==> src/rtl/svr_pkg.sv <==
package svr_pkg;
  localparam int unsigned ADDR_W = 24;
  localparam int unsigned CNT_W  = $clog2(ADDR_W + 1);
  typedef logic [ADDR_W-1:0] addr_t;
endpackage

==> src/rtl/svr_pin_sync.sv <==
module svr_pin_sync #(
  parameter int unsigned W      = 1,
  parameter int unsigned STAGES = 2
) (
  input  logic         clk,
  input  logic         rst,
  input  logic [W-1:0] d_i,
  output logic [W-1:0] q_o
);
  logic [W-1:0] pipe_q [STAGES];

  always_ff @(posedge clk) begin
    if (rst) begin
      for (int k = 0; k < STAGES; k++) pipe_q[k] <= '0;
    end else begin
      pipe_q[0] <= d_i;
      for (int k = 1; k < STAGES; k++) pipe_q[k] <= pipe_q[k-1];
    end
  end

  assign q_o = pipe_q[STAGES-1];
endmodule

==> src/rtl/svr_addr_shift.sv <==
module svr_addr_shift
  import svr_pkg::*;
(
  input  logic  clk,
  input  logic  rst,
  input  logic  a_rise_i,
  input  logic  bit_i,
  input  logic  chain_sel_i,
  output addr_t addr_o,
  output logic  busy_o,
  output logic  done_o,
  output logic  chain_o
);
  localparam logic [CNT_W-1:0] FULL = CNT_W'(ADDR_W);
  localparam logic [CNT_W-1:0] LAST = CNT_W'(ADDR_W - 1);

  logic [CNT_W-1:0] cnt_q;
  addr_t            sh_q;
  logic             done_q;
  logic             chain_q;
  logic             fresh;

  // a new sequence starts from idle or right after a full word
  assign fresh = (cnt_q == '0) || (cnt_q == FULL);

  always_ff @(posedge clk) begin
    if (rst) begin
      cnt_q  <= '0;
      sh_q   <= '0;
      done_q <= 1'b0;
    end else begin
      done_q <= 1'b0;
      if (a_rise_i) begin
        if (fresh) begin
          sh_q  <= addr_t'(bit_i);
          cnt_q <= CNT_W'(1);
        end else begin
          sh_q   <= {sh_q[ADDR_W-2:0], bit_i};
          cnt_q  <= cnt_q + CNT_W'(1);
          done_q <= (cnt_q == LAST);
        end
      end
    end
  end

  always_ff @(posedge clk) begin
    if (rst || !chain_sel_i) chain_q <= 1'b0;
    else if (a_rise_i)       chain_q <= bit_i;
  end

  assign addr_o  = sh_q;
  assign busy_o  = !fresh;
  assign done_o  = done_q;
  assign chain_o = chain_q;

  p_cnt_range_r2: assert property (@(posedge clk) disable iff (rst)
    cnt_q <= FULL);
  p_done_pulse_r1: assert property (@(posedge clk) disable iff (rst)
    done_q |=> !done_q);
  p_done_at_full_r1: assert property (@(posedge clk) disable iff (rst)
    done_q |-> cnt_q == FULL);
  p_chain_off_r7: assert property (@(posedge clk) disable iff (rst)
    !chain_sel_i |=> !chain_q);
endmodule

==> src/rtl/svr_read_ctr.sv <==
module svr_read_ctr
  import svr_pkg::*;
#(
  parameter int unsigned PAGE_W  = 3,
  parameter int unsigned PAGE_ID = 5,
  localparam int unsigned OFS_W  = ADDR_W - PAGE_W
) (
  input  logic             clk,
  input  logic             rst,
  input  logic             load_i,
  input  addr_t            start_i,
  input  logic             busy_i,
  input  logic             r_fall_i,
  output logic [OFS_W-1:0] ofs_o,
  output logic             en_o
);
  logic             match;
  logic [OFS_W-1:0] ofs_q;
  logic             en_q;

  generate
    if (PAGE_W == 0) begin : g_nopage
      assign match = 1'b1;
    end else begin : g_page
      assign match = (start_i[ADDR_W-1 -: PAGE_W] == PAGE_W'(PAGE_ID));
    end
  endgenerate

  always_ff @(posedge clk) begin
    if (rst) begin
      ofs_q <= '0;
      en_q  <= 1'b0;
    end else if (load_i) begin
      ofs_q <= start_i[OFS_W-1:0];
      en_q  <= match;
    end else if (busy_i) begin
      en_q  <= 1'b0;
    end else if (r_fall_i && en_q) begin
      ofs_q <= ofs_q + OFS_W'(1);
    end
  end

  assign ofs_o = ofs_q;
  assign en_o  = en_q;

  p_enable_on_load_r3: assert property (@(posedge clk) disable iff (rst)
    $rose(en_q) |-> $past(load_i));
  p_hold_while_loading_r5: assert property (@(posedge clk) disable iff (rst)
    (busy_i && !load_i) |=> $stable(ofs_q));
  p_step_r4: assert property (@(posedge clk) disable iff (rst)
    (en_q && r_fall_i && !busy_i && !load_i) |=> ofs_q == OFS_W'($past(ofs_q) + OFS_W'(1)));
  p_wrap_r6: assert property (@(posedge clk) disable iff (rst)
    (en_q && r_fall_i && !busy_i && !load_i && ofs_q == '1) |=> (ofs_q == '0 && en_q));
endmodule

==> src/rtl/svr_bit_rom.sv <==
module svr_bit_rom #(
  parameter int unsigned AW   = 10,
  parameter int unsigned MASK = 'h2D3,
  localparam int unsigned DEPTH = 1 << AW
) (
  input  logic          clk,
  input  logic [AW-1:0] addr_i,
  output logic          bit_o
);
  logic mem [DEPTH];

  initial begin
    for (int i = 0; i < DEPTH; i++) mem[i] = ^(i[AW-1:0] & MASK[AW-1:0]);
  end

  always_ff @(posedge clk) bit_o <= mem[addr_i];
endmodule

==> src/rtl/serial_voice_rom.sv <==
module serial_voice_rom
  import svr_pkg::*;
#(
  parameter int unsigned PAGE_W      = 3,
  parameter int unsigned PAGE_ID     = 5,
  parameter int unsigned MEM_AW      = 10,
  parameter int unsigned ROM_MASK    = 'h2D3,
  parameter int unsigned SYNC_STAGES = 2
) (
  input  logic clk,
  input  logic rst,
  input  logic addr_clk_i,
  input  logic rd_clk_i,
  input  logic sdio_i,
  input  logic chain_en_i,
  input  logic bank_sel_i,
  output logic data_o,
  output logic data_oe_o,
  output logic chain_o
);
  localparam int unsigned OFS_W = ADDR_W - PAGE_W;

  logic [4:0]       pins_s;
  logic             addr_s, rd_s, sdio_s, chain_s, bank_s;
  logic [1:0]       clk_d;
  logic             a_rise, r_fall;
  addr_t            start_addr;
  logic             busy, done;
  logic [OFS_W-1:0] ofs;
  logic             en, en_d;
  logic             rom_bit;

  svr_pin_sync #(.W(5), .STAGES(SYNC_STAGES)) u_sync (
    .clk (clk),
    .rst (rst),
    .d_i ({bank_sel_i, chain_en_i, sdio_i, rd_clk_i, addr_clk_i}),
    .q_o (pins_s)
  );
  assign {bank_s, chain_s, sdio_s, rd_s, addr_s} = pins_s;

  always_ff @(posedge clk) begin
    if (rst) clk_d <= '0;
    else     clk_d <= {rd_s, addr_s};
  end
  assign a_rise = addr_s & ~clk_d[0];
  assign r_fall = ~rd_s & clk_d[1];

  svr_addr_shift u_shift (
    .clk         (clk),
    .rst         (rst),
    .a_rise_i    (a_rise),
    .bit_i       (sdio_s),
    .chain_sel_i (chain_s),
    .addr_o      (start_addr),
    .busy_o      (busy),
    .done_o      (done),
    .chain_o     (chain_o)
  );

  svr_read_ctr #(.PAGE_W(PAGE_W), .PAGE_ID(PAGE_ID)) u_ctr (
    .clk      (clk),
    .rst      (rst),
    .load_i   (done),
    .start_i  (start_addr),
    .busy_i   (busy),
    .r_fall_i (r_fall),
    .ofs_o    (ofs),
    .en_o     (en)
  );

  svr_bit_rom #(.AW(MEM_AW), .MASK(ROM_MASK)) u_rom (
    .clk    (clk),
    .addr_i ({bank_s, ofs[MEM_AW-2:0]}),
    .bit_o  (rom_bit)
  );

  // enable is delayed one stage to line up with the registered storage read
  always_ff @(posedge clk) begin
    if (rst) begin
      en_d      <= 1'b0;
      data_o    <= 1'b0;
      data_oe_o <= 1'b0;
    end else begin
      en_d      <= en;
      data_oe_o <= en_d;
      data_o    <= en_d & rom_bit;
    end
  end

  p_oe_tracks_enable_r3: assert property (@(posedge clk) disable iff (rst)
    data_oe_o |-> $past(en, 2));
  p_load_clears_oe_r2: assert property (@(posedge clk) disable iff (rst)
    (busy && !done) |=> ##2 !data_oe_o);
endmodule

==> config.mk <==
export PLATFORM = sky130hd
export DESIGN_NAME = serial_voice_rom
export DESIGN_NICKNAME = d
export VERILOG_FILES = /design/src/rtl/svr_pkg.sv /design/src/rtl/svr_pin_sync.sv /design/src/rtl/svr_addr_shift.sv /design/src/rtl/svr_read_ctr.sv /design/src/rtl/svr_bit_rom.sv /design/src/rtl/serial_voice_rom.sv
export SDC_FILE = /design/constraint.sdc
export NUM_CORES = 1
export LEC_CHECK = 0
export BUFFER_PORTS_ARGS = -buffer_cell sky130_fd_sc_hd__buf_2
export CAP_MARGIN = 20
export CORE_ASPECT_RATIO = 1.2
export CORE_MARGIN = 8
export CORE_UTILIZATION = 45
export DETAILED_ROUTE_END_ITERATION = 10
export GPL_ROUTABILITY_DRIVEN = 1
export HOLD_SLACK_MARGIN = 0.02
export PLACE_DENSITY = 0.68
export SETUP_SLACK_MARGIN = 0.5
export SLEW_MARGIN = 20
export SYNTH_ARGS = -nofsm -noshare
export SYNTH_HDL_FRONTEND = slang
export SYNTH_SLANG_ARGS = --single-unit
==> constraint.sdc <==
create_clock -name clk -period 1.5 [get_ports clk]
set_input_delay 0.225 -clock clk [delete_from_list [all_inputs] [get_ports clk]]
set_output_delay 0.225 -clock clk [all_outputs]
set_load 0.005 [all_outputs]
==> impl_metrics.csv, run 1 <==
group,metric,value,unit
logic_synthesis,synth_edf_count,0,
detailed_routing,drc,0,
global_route,overflow,0,
cts,clk_pin_slew,100,ps
logic_synthesis,synth_top_area_share,49.8,%
floorplanning,dieArea,0.00753,sq mm
cells_and_area,fin_nets,281,
sta,hold_viol,0,
pwr,p_int,1.93,mW
flow_run,maxCapViolations,0,
detailed_routing,wl,4740,microns
global_route,grt_antenna_before_repair,0,
min_path,hp-start,"bank_sel_i",
cells_and_area,seq_area,0.00114,sq mm
detailed_routing,drtIter0Drc,63,
cts,cts.sinks,56,
pwr,power_density,840,mW/mm^2
pwr,power,2.50,mW
sta,worst_pin_slew,507,ps
logic_synthesis,yosysWarnings,0,
pwr,switching_share,23.0,%
logic_synthesis,syn_area,0.00225,sq mm
cts,holdBufCountCts,0,
global_route,grt_pass1_vias,1582,
worst_setup_path,r2r_start,"u_shift.cnt_q[0]",
pwr,comb_power_share,8.4,%
logic_synthesis,ys_types,39,
pwr,leakage,1.00,nW
worst_setup_path,cp-start-kind,"register",
pwr,seq_power_share,60.2,%
worst_setup_path,critPathRequiredTime,1750,ps
pwr,p_clk_share,31.5,%
pwr,switching_power,0.575,mW
placement,io_buffers,9,
worst_setup_path,critPathArrivalTime,1800,ps
detailed_routing,vias,1708,
pwr,ir_drop,0.584,mV
placement,gp_congestion,0.846,
logic_synthesis,yosys-top-cells-area,"dfxtp_1 50%, nand2_1 8.7%, a21oi_2 7.0%",
cts,clock_path_buffers,2,
floorplanning,start_util,46.2,%
global_route,grt_use_total,11.9,%
logic_synthesis,ys_ff_latch,56,
worst_setup_path,crit_path_max_fanout,6,
global_route,grt_pass1_wl,7270,microns
cts,insertion_delay,310,ps
cts,htree_levels,2,
cells_and_area,drive_above_1_share,40.6,%
logic_synthesis,synth_area_per_cell,9.35,sq um
worst_setup_path,crit_start,"u_shift.cnt_q[0]",
sta,fin_crit,1550,ps
sta,clock_skew,7.60,ps
logic_synthesis,ys_seq_area_share,49.8,%
placement,hpwl,2570,microns
cells_and_area,diodes,0,
sta,relSlewSlack,66.2,%
placement,dpl_cell_area,0.00241,sq mm
floorplanning,rows,28,
sta,rsz0062_at_grt,"yes",
detailed_routing,drt_pass1_iterations,4,
logic_synthesis,syn_nets,251,
logic_synthesis,ys.flop_type,"dfxtp_1",
sta,fin_ws,-54.3,ps
cells_and_area,design_area,0.00298,sq mm
detailed_routing,vias_per_cell,5.16,
logic_synthesis,synthArstFlopShare,0,%
outcome,violations,"negative setup slack",
min_path,hp-class,"in2reg",
sta,setup_violations,26,
cells_and_area,multiInputGateArea,0.00125,sq mm
floorplanning,die_y,93.5,microns
outcome,status,"finished with violations",
floorplanning,fp.dieW,80.6,microns
logic_synthesis,syn_inst,241,
cts,root_buffer,"clkbuf_8",
worst_setup_path,worst_setup_path_end_kind,"register",
cells_and_area,nFillCells,384,
logic_synthesis,synth_top_cell_by_area,"dfxtp_1",
cts,cts_buffers,5,
worst_setup_path,worstSetupPathType,"reg2reg",
detailed_routing,antenna_left,0,
global_route,grt_max_degree,27,
cts,cts_tree,"done",
floorplanning,ios,10,
detailed_routing,wl_per_cell,14.3,microns
floorplanning,core_area,0.00487,sq mm
sta,slew_violations,0,
cells_and_area,synthToLayoutAreaGrowth,32.3,%
sta,fmax,643,MHz
sta,finalCritPeriodShare,104,%
-- synthesized netlist by cell type (2+ instances only) --
cell / count
a211oi_1: 5
a21oi_1: 12
a21oi_2: 18
a311oi_1: 2
and2_1: 2
and4_1: 2
buf_6: 4
clkbuf_1: 10
dfxtp_1: 56
ha_1: 3
inv_1: 5
nand2_1: 52
nand2b_1: 3
nand3_1: 2
nand4_1: 3
nand4b_1: 2
nor2_1: 7
nor2_2: 3
nor2b_1: 17
o21ai_0: 5
or3_1: 2
xnor2_1: 8
xor2_1: 2
-- metal layers --
metal | global-route usage, % | share of wire, % | vias up
li1 | - | - | 864
met1 | 14.2 | 44 | 804
met2 | 19.6 | 50 | 27
met3 | 2.59 | 2.5 | 13
met4 | 5.62 | 3.5 | 0
met5 | 0 | 0 | -
-- path summary, 6_finish.rpt --
| check | cells past startpoint | endpoint | slack [ps] |
|---|---|---|---|
| worst max-delay path | 9 | u_shift.addr_o[10] | -50 |
| worst min-delay path | 2 | u_sync.pipe_q[0][4] | 120 |
| worst max register to register | 9 | u_shift.addr_o[10] | -50 |
| worst min register to register | 1 | data_o | 430 |
-- registers in the layout, indices dropped and copies added (netlist names) --
register	count
u_sync.pipe_q	10
u_shift.done_o	1
clk_d	2
data_oe_o	1
u_ctr.en_o	1
u_shift.chain_o	1
en_d	1
u_shift.addr_o	24
u_ctr.ofs_o	8
u_shift.cnt_q	5
u_rom.bit_o	1
data_o	1
-- logic make-up (layout without fill, tap and decap cells) --
kind of cell             count (synthesis)  in the layout  synth area share [%]
multiplexers                             1              1                 0.444
AND/OR/NAND/NOR                        104            104                  23.3
adder cells (fa/ha/maj)                  3              3                  1.67
flip-flops                              56             56                  49.8
AO/OA/AOI/OAI                           46             46                  14.9
buffers and inverters                   19             49                  4.50
XOR/XNOR                                12             12                  5.33
-- what timing repair did --
action	4_1_cts	5_1_grt
buffers inserted	8	7
pin swaps	10	20
gates resized for setup	29	29
setup endpoints to repair	41	42
cloned	2	3
-- stage by stage --
stage                     setup slack [ps]  hold WS (ps)  cells  util (%)  setup TNS (ps)
after floorplan                        144           353    241         -               0
after global placement                79.9           412    304      49.6               0
after detailed placement             -20.8           418    304      49.6           -20.8
after CTS                             7.17           119    321      56.2               0
after global routing                  -111           126    331      61.2           -2470
final                                -54.3           115    331      61.2            -768
-- layout by cell type (no fill, tap or decap), drive strengths merged, types with 2 or more instances in the layout --
cell	synthesis	layout
inv	5	5
xnor2	9	9
nor2	10	10
a211oi	5	5
nor2b	17	17
a21oi	30	30
nand2	52	52
ha	3	3
xor2	3	3
nand2b	3	3
buf	4	33
or3	2	2
nand4b	2	2
clkbuf	10	7
nor4	2	2
a311oi	2	2
o21ai	5	5
bufbuf	0	2
dfxtp	56	56
nand4	3	3
and2	2	2
nand3	2	2
and4	2	2
-- final cells by class --
type	instances	share of cell area (%)
well taps	60	2.52
flip-flops and latches	56	38.4
clock buffers	5	2.31
multi-input cells	166	42.0
repair buffers	37	13.8
inverters	5	0.630
clock inverters	2	0.420
-- worst max-delay path: stages (launching register included) --
cell and delay, ps:
dfxtp_2 350, inv_2 60, ha_4 150, buf_4 130, buf_6 110, nand2b_4 110
nor2_4 50, a21o_4 260, clkbuf_16 170, a21oi_2 100
-- power groups by stage --
stage               Combinational, mW  Sequential (mW)  Clock, mW
floorplan                      0.0876             1.54          0
global placement                0.112             1.54          0
detailed placement              0.113             1.54          0
CTS                             0.157             1.51      0.808
global route                    0.223             1.51      0.856
finish                          0.209             1.51      0.787
Power figures use the tool's default switching activity.
==> inputs of run 2 (changes only) <==
--- a/config.mk
+++ b/config.mk
@@ -11,3 +11,3 @@
 export CORE_MARGIN = 8
-export CORE_UTILIZATION = 45
+export CORE_UTILIZATION = 54
 export DETAILED_ROUTE_END_ITERATION = 10
@@ -15,3 +15,3 @@
 export HOLD_SLACK_MARGIN = 0.02
-export PLACE_DENSITY = 0.68
+export PLACE_DENSITY = 0.82
 export SETUP_SLACK_MARGIN = 0.5
--- a/constraint.sdc
+++ b/constraint.sdc
@@ -3,2 +3,2 @@
 set_output_delay 0.225 -clock clk [all_outputs]
-set_load 0.005 [all_outputs]
+set_load 0.1 [all_outputs]
==> run 2 against run 1 <==
  * The flow still finishes with violations (negative setup slack)
  * Setup slack gained 3.7 ps
  * First-iteration DRC count increased to 2.7 times the previous value
  * Largest cell class unchanged
  * Global-route usage is 5.2 points higher
  * Critical path type unchanged
  * Wire length grew 24%
  * Die area is 14% lower
  * Utilization up 15 points
  * Largest power group unchanged
  * Combinational power is 3% higher
  * Final area up 1.6%
  * Clock skew rose by 11 ps
==> impl_metrics.csv, run 2 (synthesized netlist as in run 1, its figures left out) <==
group,metric,value,unit
worst_setup_path,critPathArrivalTime,1770,ps
cells_and_area,multiInputGateArea,0.00120,sq mm
detailed_routing,antenna_left,0,
placement,post-place-cells,301,
cells_and_area,drive_above_1_share,40.2,%
cells_and_area,final_cell_mix,"50 x nand2_1, 42 x dfxtp_1, 22 x a21oi_2",
global_route,met2_usage,27.7,%
global_route,overflow,0,
global_route,grt_use_total,17.1,%
global_route,grt_pass1_wl,8410,microns
min_path,min_path_cells,2,
sta,slew_violations,0,
sta,rsz0062_at_grt,"yes",
pwr,leakage,1.06,nW
sta,finalCritPeriodShare,103,%
cells_and_area,nFillCells,240,
global_route,grt_pass1_vias,1793,
sta,clock_skew,19.0,ps
cts,clock_path_buffers,2,
cells_and_area,synthToLayoutAreaGrowth,34.4,%
cts,root_buffer,"clkbuf_8",
cts,clk_pin_slew,100,ps
sta,fmax,645,MHz
detailed_routing,wl_per_cell,17.8,microns
placement,io_buffers,9,
cts,insertion_delay,320,ps
placement,gp_congestion,0.856,
sta,setup_violations,1,
detailed_routing,wl,5860,microns
floorplanning,dieArea,0.00650,sq mm
sta,worst_pin_slew,581,ps
cells_and_area,mostFrequentLayoutCell,"nand2_1",
detailed_routing,drc,0,
cts,holdBufCountCts,0,
worst_setup_path,crit_path_max_fanout,4,
worst_setup_path,worst_setup_path_end_kind,"register",
flow_run,maxCapViolations,0,
cells_and_area,diodes,0,
sta,hold_viol,0,
pwr,ir_drop,0.663,mV
floorplanning,start_util,56.7,%
detailed_routing,vias_per_cell,5.69,
detailed_routing,drtIter0Drc,169,
global_route,gr-max-usage-layer,"met2",
worst_setup_path,worstSetupPathType,"reg2reg",
global_route,use_met3,4.62,%
worst_setup_path,reg2reg_depth,6,
worst_setup_path,critPathRequiredTime,1720,ps
pwr,power_density,845,mW/mm^2
floorplanning,die_y,86.7,microns
sta,fin_ws,-50.7,ps
cts,cts_buffers,5,
global_route,use_met1,18.6,%
floorplanning,rows,25,
cts,htree_levels,2,
floorplanning,core_area,0.00397,sq mm
global_route,grt_antenna_before_repair,0,
placement,hpwl,2750,microns
global_route,grt_max_degree,30,
sta,relSlewSlack,61.2,%
worst_setup_path,r2r_start,"u_shift.cnt_q[0]",
cts,cts_tree,"done",
sta,fin_crit,1550,ps
detailed_routing,vias,1877,
cts,cts.sinks,56,
cells_and_area,fin_nets,285,
min_path,hp-start,"sdio_i",
outcome,status,"finished with violations",
detailed_routing,drt_pass1_iterations,4,
worst_setup_path,r2r_slack,-50,ps
cells_and_area,largest_reg_flops,24,
cells_and_area,finalNonFillerCells,330,
min_path,hp-class,"in2reg",
worst_setup_path,r2r-end,"u_ctr.ofs_o[7]",
worst_setup_path,cp-start-kind,"register",
cells_and_area,seq_area,0.00115,sq mm
floorplanning,ios,10,
min_path,min_to,"u_sync.pipe_q[0][2]",
outcome,violations,"negative setup slack",
pwr,power,2.56,mW
floorplanning,fp.dieW,75.0,microns
==> run 2: cell count changes in the layout (fill, tap and decap cells not counted), sizes merged <==
cell,before,now
buf,33,37
clkbuf,7,8
inv,5,6
clkinvlp,1,0
==> run 2: how the worst max path moves through the flow <==
stage	from	endpoint	slack [ps]	cells after the start
finish	u_shift.cnt_q[0]	u_ctr.ofs_o[7]	-50	6
CTS	u_ctr.ofs_o[3]	u_ctr.ofs_o[7]	30	4
global route	u_shift.cnt_q[0]	u_ctr.ofs_o[7]	-150	6
global placement	u_shift.cnt_q[0]	u_ctr.ofs_o[5]	100	6
detailed placement	u_shift.cnt_q[0]	u_ctr.ofs_o[7]	20	6
floorplan	u_shift.cnt_q[0]	u_ctr.ofs_o[7]	140	6
==> run 2: report_power, final <==
group | switching, mW | leakage [nW] | internal (mW) | total, mW
combinational | 0.101 | 0.548 | 0.115 | 0.216
sequential | 0.00830 | 0.462 | 1.50 | 1.50
clock | 0.502 | 0.0456 | 0.334 | 0.836
==> run 2: area by class of cell <==
type | count | share of cell area, %
repair buffers | 41 | 16.8
clock inverters | 2 | 0.455
flip-flops and latches | 56 | 37.9
multi-input cells | 166 | 39.6
clock buffers | 6 | 2.40
well taps | 54 | 2.23
inverters | 5 | 0.620
==> run 2: worst max-delay path, stage by stage, from the launching register on <==
cell and delay, ps:
dfxtp_2 340, inv_2 70, ha_4 130, nor2b_4 140
nand4_1 140, or3_1 380, a311oi_1 250
==> run 2: repair_timing <==
action	4_1_cts	5_1_grt
setup endpoints to repair	44	44
buffers inserted	10	6
pin swaps	14	14
resized for setup	43	16
cloned	2	3
==> run 2: metal layers <==
layer	share of wire [%]	wire, microns	up-vias
met5	0	0	-
met3	4.1	240	18
met4	3.5	208	0
met1	41	2430	928
li1	-	-	872
met2	51	2990	59
==> run 2: per-stage QoR <==
stage,util (%),worst slack [ps],hold WS [ps],setup TNS (ps),area [sq um]
floorplan,-,144,353,0,2330
global placement,61.5,100,411,0,2440
detailed placement,61.5,19.2,414,0,2440
CTS,71.4,29.8,121,0,2840
global route,76.2,-148,115,-348,3030
finish,76.2,-50.7,122,-50.7,3030
